<file path="config.mk">
export PLATFORM = sky130hd
export DESIGN_NAME = win_watchdog
export DESIGN_NICKNAME = d
export VERILOG_FILES = /design/src/rtl/wdt_pkg.sv /design/src/rtl/wdt_downcount.sv /design/src/rtl/wdt_window.sv /design/src/rtl/wdt_svc_fsm.sv /design/src/rtl/win_watchdog.sv
export SDC_FILE = /design/constraint.sdc
export NUM_CORES = 1
export LEC_CHECK = 0
export CAP_MARGIN = 10
export CORE_UTILIZATION = 51
export CTS_CLUSTER_DIAMETER = 30
export DETAILED_ROUTE_END_ITERATION = 16
export PLACE_DENSITY_LB_ADDON = 0.05
export SYNTH_ARGS = -nofsm -noshare
export SYNTH_HDL_FRONTEND = slang
export SYNTH_SLANG_ARGS = --single-unit
export TNS_END_PERCENT = 1
</file>
<file path="constraint.sdc">
create_clock -name clk -period 3.8 [get_ports clk]
set_input_delay 0.76 -clock clk [delete_from_list [all_inputs] [get_ports clk]]
set_output_delay 0.76 -clock clk [all_outputs]
set_load 0.02 [all_outputs]
</file>
<file path="src/rtl/wdt_pkg.sv">
package wdt_pkg;
  // Register byte offsets; software decodes these.
  localparam logic [7:0] OFF_ARM    = 8'h90;
  localparam logic [7:0] OFF_RELOAD = 8'h94;
  localparam logic [7:0] OFF_FLAGS  = 8'h98;
  localparam logic [7:0] OFF_KEY    = 8'h9C;
  localparam logic [7:0] OFF_COUNT  = 8'hA0;
  localparam logic [7:0] OFF_ACTION = 8'hA4;
  localparam logic [7:0] OFF_WINDOW = 8'hA8;

  localparam logic [31:0] ARM_WORD  = 32'hA98559DA;
  localparam logic [31:0] KEY_OPEN  = 32'h0000E51A;
  localparam logic [31:0] KEY_CLOSE = 32'h0000A35C;
  localparam logic [31:0] ACT_IRQ   = 32'h0000000A;
  localparam logic [31:0] WIN_FULL  = 32'h00000005;

  typedef enum logic {SVC_IDLE, SVC_PEND} svc_e;
endpackage

</file>
<file path="src/rtl/wdt_downcount.sv">
module wdt_downcount #(
  parameter int CNT_W = 25
) (
  input  logic             clk,
  input  logic             rst,
  input  logic             run,
  input  logic             load,
  input  logic [CNT_W-1:0] load_val,
  output logic [CNT_W-1:0] cnt
);
  always_ff @(posedge clk) begin
    if (rst)                    cnt <= '0;
    else if (load)              cnt <= load_val;
    else if (run && cnt != '0)  cnt <= cnt - 1'b1;
  end
endmodule

</file>
<file path="src/rtl/wdt_window.sv">
module wdt_window #(
  parameter int CNT_W   = 25,
  parameter int DATA_W  = 32,
  parameter int NUM_WIN = 6
) (
  input  logic [CNT_W-1:0]  reload,
  input  logic [CNT_W-1:0]  cnt,
  input  logic [DATA_W-1:0] code,
  output logic              win_open
);
  localparam int SH_W = (NUM_WIN > 1) ? $clog2(NUM_WIN) : 1;

  logic [NUM_WIN-1:0] hit;
  logic [SH_W-1:0]    sh;
  logic [CNT_W-1:0]   thr;

  // Encoding k is the nibble 5 placed k nibbles up: fraction 1/2^k.
  for (genvar k = 0; k < NUM_WIN; k++) begin : g_code
    localparam logic [63:0] CODE = 64'h5 << (4 * k);
    assign hit[k] = (code == DATA_W'(CODE));
  end

  always_comb begin
    sh = '0;
    for (int k = 0; k < NUM_WIN; k++) begin
      if (hit[k]) sh = SH_W'(k);
    end
  end

  assign thr      = reload >> sh;
  assign win_open = (cnt <= thr);
endmodule

</file>
<file path="src/rtl/wdt_svc_fsm.sv">
module wdt_svc_fsm import wdt_pkg::*; #(
  parameter int DATA_W = 32
) (
  input  logic              clk,
  input  logic              rst,
  input  logic              enable,
  input  logic              key_wr,
  input  logic [DATA_W-1:0] key_data,
  input  logic              win_open,
  output logic              svc_ok,
  output logic              svc_bad
);
  svc_e state_q, state_d;

  always_comb begin
    state_d = state_q;
    svc_ok  = 1'b0;
    svc_bad = 1'b0;
    if (enable && key_wr) begin
      if (key_data == DATA_W'(KEY_OPEN)) begin
        state_d = SVC_PEND;
      end else if (key_data == DATA_W'(KEY_CLOSE) && state_q == SVC_PEND && win_open) begin
        svc_ok  = 1'b1;
        state_d = SVC_IDLE;
      end else begin
        svc_bad = 1'b1;
        state_d = SVC_IDLE;
      end
    end
  end

  always_ff @(posedge clk) begin
    if (rst) state_q <= SVC_IDLE;
    else     state_q <= state_d;
  end
endmodule

</file>
<file path="src/rtl/win_watchdog.sv">
module win_watchdog import wdt_pkg::*; #(
  parameter int ADDR_W        = 8,
  parameter int DATA_W        = 32,
  parameter int PRE_W         = 12,
  parameter int PRELOAD_SHIFT = 13,
  parameter int NUM_WIN       = 6
) (
  input  logic              clk,
  input  logic              rst,
  input  logic [ADDR_W-1:0] bus_addr,
  input  logic              bus_wr,
  input  logic              bus_rd,
  input  logic [DATA_W-1:0] bus_wdata,
  output logic [DATA_W-1:0] bus_rdata,
  output logic              irq_pulse,
  output logic              rst_req
);
  localparam int CNT_W = PRE_W + PRELOAD_SHIFT;

  logic              armed_q, flag_q;
  logic [PRE_W-1:0]  preload_q;
  logic [DATA_W-1:0] action_q, window_q;
  logic [CNT_W-1:0]  cnt, reload_val;
  logic              arm_now, expire, svc_ok, svc_bad, win_open, violation;
  logic              wr_arm, wr_reload, wr_flags, wr_key, wr_action, wr_window;

  assign wr_arm    = bus_wr && bus_addr == ADDR_W'(OFF_ARM);
  assign wr_reload = bus_wr && bus_addr == ADDR_W'(OFF_RELOAD);
  assign wr_flags  = bus_wr && bus_addr == ADDR_W'(OFF_FLAGS);
  assign wr_key    = bus_wr && bus_addr == ADDR_W'(OFF_KEY);
  assign wr_action = bus_wr && bus_addr == ADDR_W'(OFF_ACTION);
  assign wr_window = bus_wr && bus_addr == ADDR_W'(OFF_WINDOW);

  assign arm_now    = wr_arm && bus_wdata == DATA_W'(ARM_WORD) && !armed_q;
  assign reload_val = CNT_W'(preload_q) << PRELOAD_SHIFT;
  assign expire     = armed_q && cnt == '0;
  assign violation  = expire || svc_bad;

  wdt_downcount #(.CNT_W(CNT_W)) u_count (
    .clk(clk), .rst(rst), .run(armed_q),
    .load(arm_now || svc_ok || expire), .load_val(reload_val), .cnt(cnt)
  );

  wdt_window #(.CNT_W(CNT_W), .DATA_W(DATA_W), .NUM_WIN(NUM_WIN)) u_window (
    .reload(reload_val), .cnt(cnt), .code(window_q), .win_open(win_open)
  );

  wdt_svc_fsm #(.DATA_W(DATA_W)) u_svc (
    .clk(clk), .rst(rst), .enable(armed_q), .key_wr(wr_key),
    .key_data(bus_wdata), .win_open(win_open), .svc_ok(svc_ok), .svc_bad(svc_bad)
  );

  always_ff @(posedge clk) begin
    if (rst) begin
      armed_q   <= 1'b0;
      flag_q    <= 1'b0;
      preload_q <= '1;
      action_q  <= '0;
      window_q  <= DATA_W'(WIN_FULL);
      irq_pulse <= 1'b0;
      rst_req   <= 1'b0;
    end else begin
      if (arm_now)   armed_q   <= 1'b1;
      if (wr_reload) preload_q <= bus_wdata[PRE_W-1:0];
      if (wr_action) action_q  <= bus_wdata;
      if (wr_window) window_q  <= bus_wdata;
      if (violation)                   flag_q <= 1'b1;
      else if (wr_flags && bus_wdata[1]) flag_q <= 1'b0;
      irq_pulse <= violation && action_q == DATA_W'(ACT_IRQ);
      rst_req   <= violation && action_q != DATA_W'(ACT_IRQ);
    end
  end

  always_ff @(posedge clk) begin
    if (rst || !bus_rd) begin
      bus_rdata <= '0;
    end else begin
      unique case (bus_addr)
        ADDR_W'(OFF_ARM):    bus_rdata <= DATA_W'(armed_q);
        ADDR_W'(OFF_RELOAD): bus_rdata <= DATA_W'(preload_q);
        ADDR_W'(OFF_FLAGS):  bus_rdata <= DATA_W'({flag_q, 1'b0});
        ADDR_W'(OFF_COUNT):  bus_rdata <= DATA_W'(cnt);
        ADDR_W'(OFF_ACTION): bus_rdata <= action_q;
        ADDR_W'(OFF_WINDOW): bus_rdata <= window_q;
        default:             bus_rdata <= '0;
      endcase
    end
  end
endmodule

</file>
==> results.py <==
metrics = {
    "clocking": {
        "cts_buffers": 17,
        "cts_tree": "done",
        "clkSinkCount": 138,
        "ctsLongestPathBuffers": 2,
        "clk_latency_ns": 0.43,
        "htree_levels": 4,
        "ctsHoldBuffers": 0,
        "cts.clk_slew.worst_paths_ns": 0.07,
        "cts_root_buf": "clkbuf_16",
    },
    "power_and_ir_drop": {
        "total_power_mw": 3.32,
        "peakVddDrop_v": 0.000260,
        "pwr-share-comb_pct": 4.0,
        "netSwitchingPower_mw": 0.762,
        "power_frac_seq_pct": 43.7,
        "p_per_area_mw_per_mm2": 362,
        "p_int_mw": 2.56,
        "leakagePower_nw": 3.51,
        "swShare_pct": 23.0,
        "p_clk_share_pct": 52.3,
    },
    "yosys": {
        "synthFlopType": "dfxtp_1",
        "yosysWarnings": 0,
        "yosysSeqAreaShare_pct": 40.0,
        "syn_area_mm2": 0.00691,
        "synth-edff-count": 0,
        "yosysTopAreaCellShare_pct": 40.0,
        "synthTopCellsByArea": "dfxtp_1 (40%), nand2_1 (10%), a21oi_1 (7.0%)",
        "synth.most_common_cell": "nand2_1",
        "ys_ff_latch": 138,
        "async_flop_share_pct": 0,
        "avgSynthCellArea_um2": 8.05,
        "syn_inst": 858,
        "synth.top_cells.by_count": "nand2_1 (186), dfxtp_1 (138), a21oi_1 (96)",
        "synth_top_cell_by_area": "dfxtp_1",
        "ys_types": 65,
    },
    "run_status": {
        "violations": "setup timing",
        "status": "finished, violations left",
    },
    "grt": {
        "antenna_found_initial": 0,
        "grt-ovfl-total": 0,
        "grt_max_degree": 77,
        "grt_usage_pct": 33.9,
        "grt_pass1_wl_um": 36700,
        "grt_pass1_vias": 6756,
    },
    "cells_and_area": {
        "fill_cells": 1145,
        "diodes": 0,
        "final_cell_area_mm2": 0.00918,
        "area_growth_pct": 32.9,
        "final_nets": 1048,
        "drive_above_1_share_pct": 17.5,
    },
    "timing": {
        "finalCritPeriodShare_pct": 109,
        "fmax_ghz": 0.242,
        "hold_violations": 0,
        "grt_setup_unrepaired": "yes",
        "slew_headroom_pct": 19.0,
        "setup_tns_ns": -6.18,
        "setup_slack_ns": -0.340,
        "setup_viol_count_final": 28,
        "worst_slew_pin_slew_ns": 1.22,
        "period_minus_slack_ns": 4.14,
        "drv_slew": 0,
        "finClkSkew_ns": 0.00991,
    },
    "floorplan": {
        "die-area_mm2": 0.0140,
        "fp.coreArea_mm2": 0.0132,
        "fp.dieH_um": 118,
        "fp.dieW_um": 118,
        "ioPinCount": 78,
        "initial_core_util_pct": 52.2,
        "num_rows": 42,
    },
    "placed_design": {
        "io_buffers": 77,
        "dpl.hpwl_um": 17000,
        "gp_congestion": 0.943,
        "dpl_cell_area_mm2": 0.00831,
    },
    "detailed_routing": {
        "vias": 7098,
        "initialDrtViolationCount": 779,
        "drc": 0,
        "wl_per_cell_um": 19.9,
        "ant_nets": 0,
        "dr.pass1.iters": 7,
        "drt_wl_total_um": 23300,
        "vias_per_cell": 6.05,
    },
    "hold_path": {
        "min_path_type": "reg2reg",
        "hold_depth": 2,
    },
    "critical_path": {
        "rr_worst_depth": 18,
        "startpoint_type": "flip-flop",
        "end_kind": "flip-flop",
        "cp.arrival_ns": 4.41,
        "cp.required_ns": 4.07,
        "critPathKind": "reg2reg",
        "critPathMaxFanout": 13,
    },
    "run": {
        "drv_cap": 0,
    },
}
-- power by group through the flow --
stage	Clock (mW)	Sequential, mW	Combinational (mW)
final	1.74	1.45	0.133
after global routing	1.81	1.45	0.139
after CTS	1.75	1.45	0.130
after detailed placement	0	1.48	0.128
after global placement	0	1.48	0.128
after floorplan	0	1.48	0.0419
-- per-layer routing --
| layer | up-vias | global-route usage, % | part of all wire, % |
|---|---|---|---|
| met1 | 3352 | 45.7 | 43 |
| met3 | 51 | 6.32 | 8.0 |
| met5 | - | 0 | 0 |
| met4 | 0 | 13.0 | 2.7 |
| met2 | 373 | 53.8 | 47 |
| li1 | 3322 | - | - |
-- cells by family after synthesis --
logic type / after synthesis / share of synthesized area (%)
AOI/OAI and AO/OA: 184 / 16.6
muxes: 48 / 7.21
DFF: 138 / 40.0
xor gates and xnor gates: 17 / 2.16
adders and majority gates: 20 / 3.62
buffers and inverters: 63 / 3.91
and+or+nand+nor: 387 / 26.4
other: 1 / 0.0543
-- through the flow --
stage	utilization, %	hold WS (ns)	instances	setup WS (ns)
final	69.3	0.479	1173	-0.340
after global routing	69.3	0.500	1173	-0.515
after CTS	69.2	0.474	1172	-0.241
after detailed placement	62.8	0.465	1137	-0.699
after global placement	62.8	0.456	1137	-0.600
after floorplan	-	0.445	859	-0.0150
-- layout by cell type, fill, tap and decap left out, drive strengths merged, types with 4 or more instances in the layout --
master,instances
a22oi,45
o21ai,7
ha,20
nand2b,5
a21oi,96
and3,9
nand2,186
nor2,64
nor3b,4
nand4,9
mux2,14
or3,4
clkbuf,18
clkdlybuf4s50,76
a31oi,5
nor4b,6
and2,7
clkinv,4
o211ai,4
dfxtp,138
nor3,22
nand3,25
nor4,22
or4,7
xnor2,14
buf,83
inv,16
mux2i,34
-- worst max-delay path, stage by stage (launching register included) --
cell      delay [ns]
dfxtp_1         0.33
nor4_2          0.31
nand3_2         0.21
nor4bb_2        0.34
o21ai_2         0.11
buf_12          0.17
mux2i_1         0.34
mux2i_2         0.16
mux2i_1         0.20
ha_1            0.29
a21oi_1         0.17
o21a_1          0.15
o221ai_2        0.12
a22oi_2         0.36
nand3_4         0.17
nand3_4         0.14
buf_12          0.13
mux2i_1         0.17
a21oi_1         0.09
-- flip-flops by register name, indices dropped and copies added (netlist names) --
signal	count
bus_rdata	32
rst_req	1
u_svc.state_q	1
action_q	32
flag_q	1
irq_pulse	1
armed_q	1
u_count.cnt	25
preload_q	12
window_q	32
-- final timing paths --
kind                startpoint               to  slack [ns]
setup / recovery  window_q[25]  u_count.cnt[16]       -0.34
hold / removal    action_q[24]     action_q[24]        0.48
setup reg to reg  window_q[25]  u_count.cnt[16]       -0.34
hold reg to reg   action_q[24]     action_q[24]        0.48
-- area by class of cell --
cell class,count,area (µm²),share of cell area [%]
Multi-Input combinational cell,658,4110,44.7
Tap cell,176,220,2.40
Clock buffer,18,429,4.67
Sequential cell,138,2770,30.1
Timing Repair Buffer,159,1440,15.7
Clock inverter,14,184,2.00
Inverter,10,37.5,0.409
-- repair_timing --
action | in CTS | in global routing
pin swaps | 38 | 5
setup buffers | 3 | 1
cloned | 1 | 0
gates resized for setup | 42 | 3
setup endpoints to repair | 28 | 28
No activity file was read; power rests on OpenSTA's default activity.
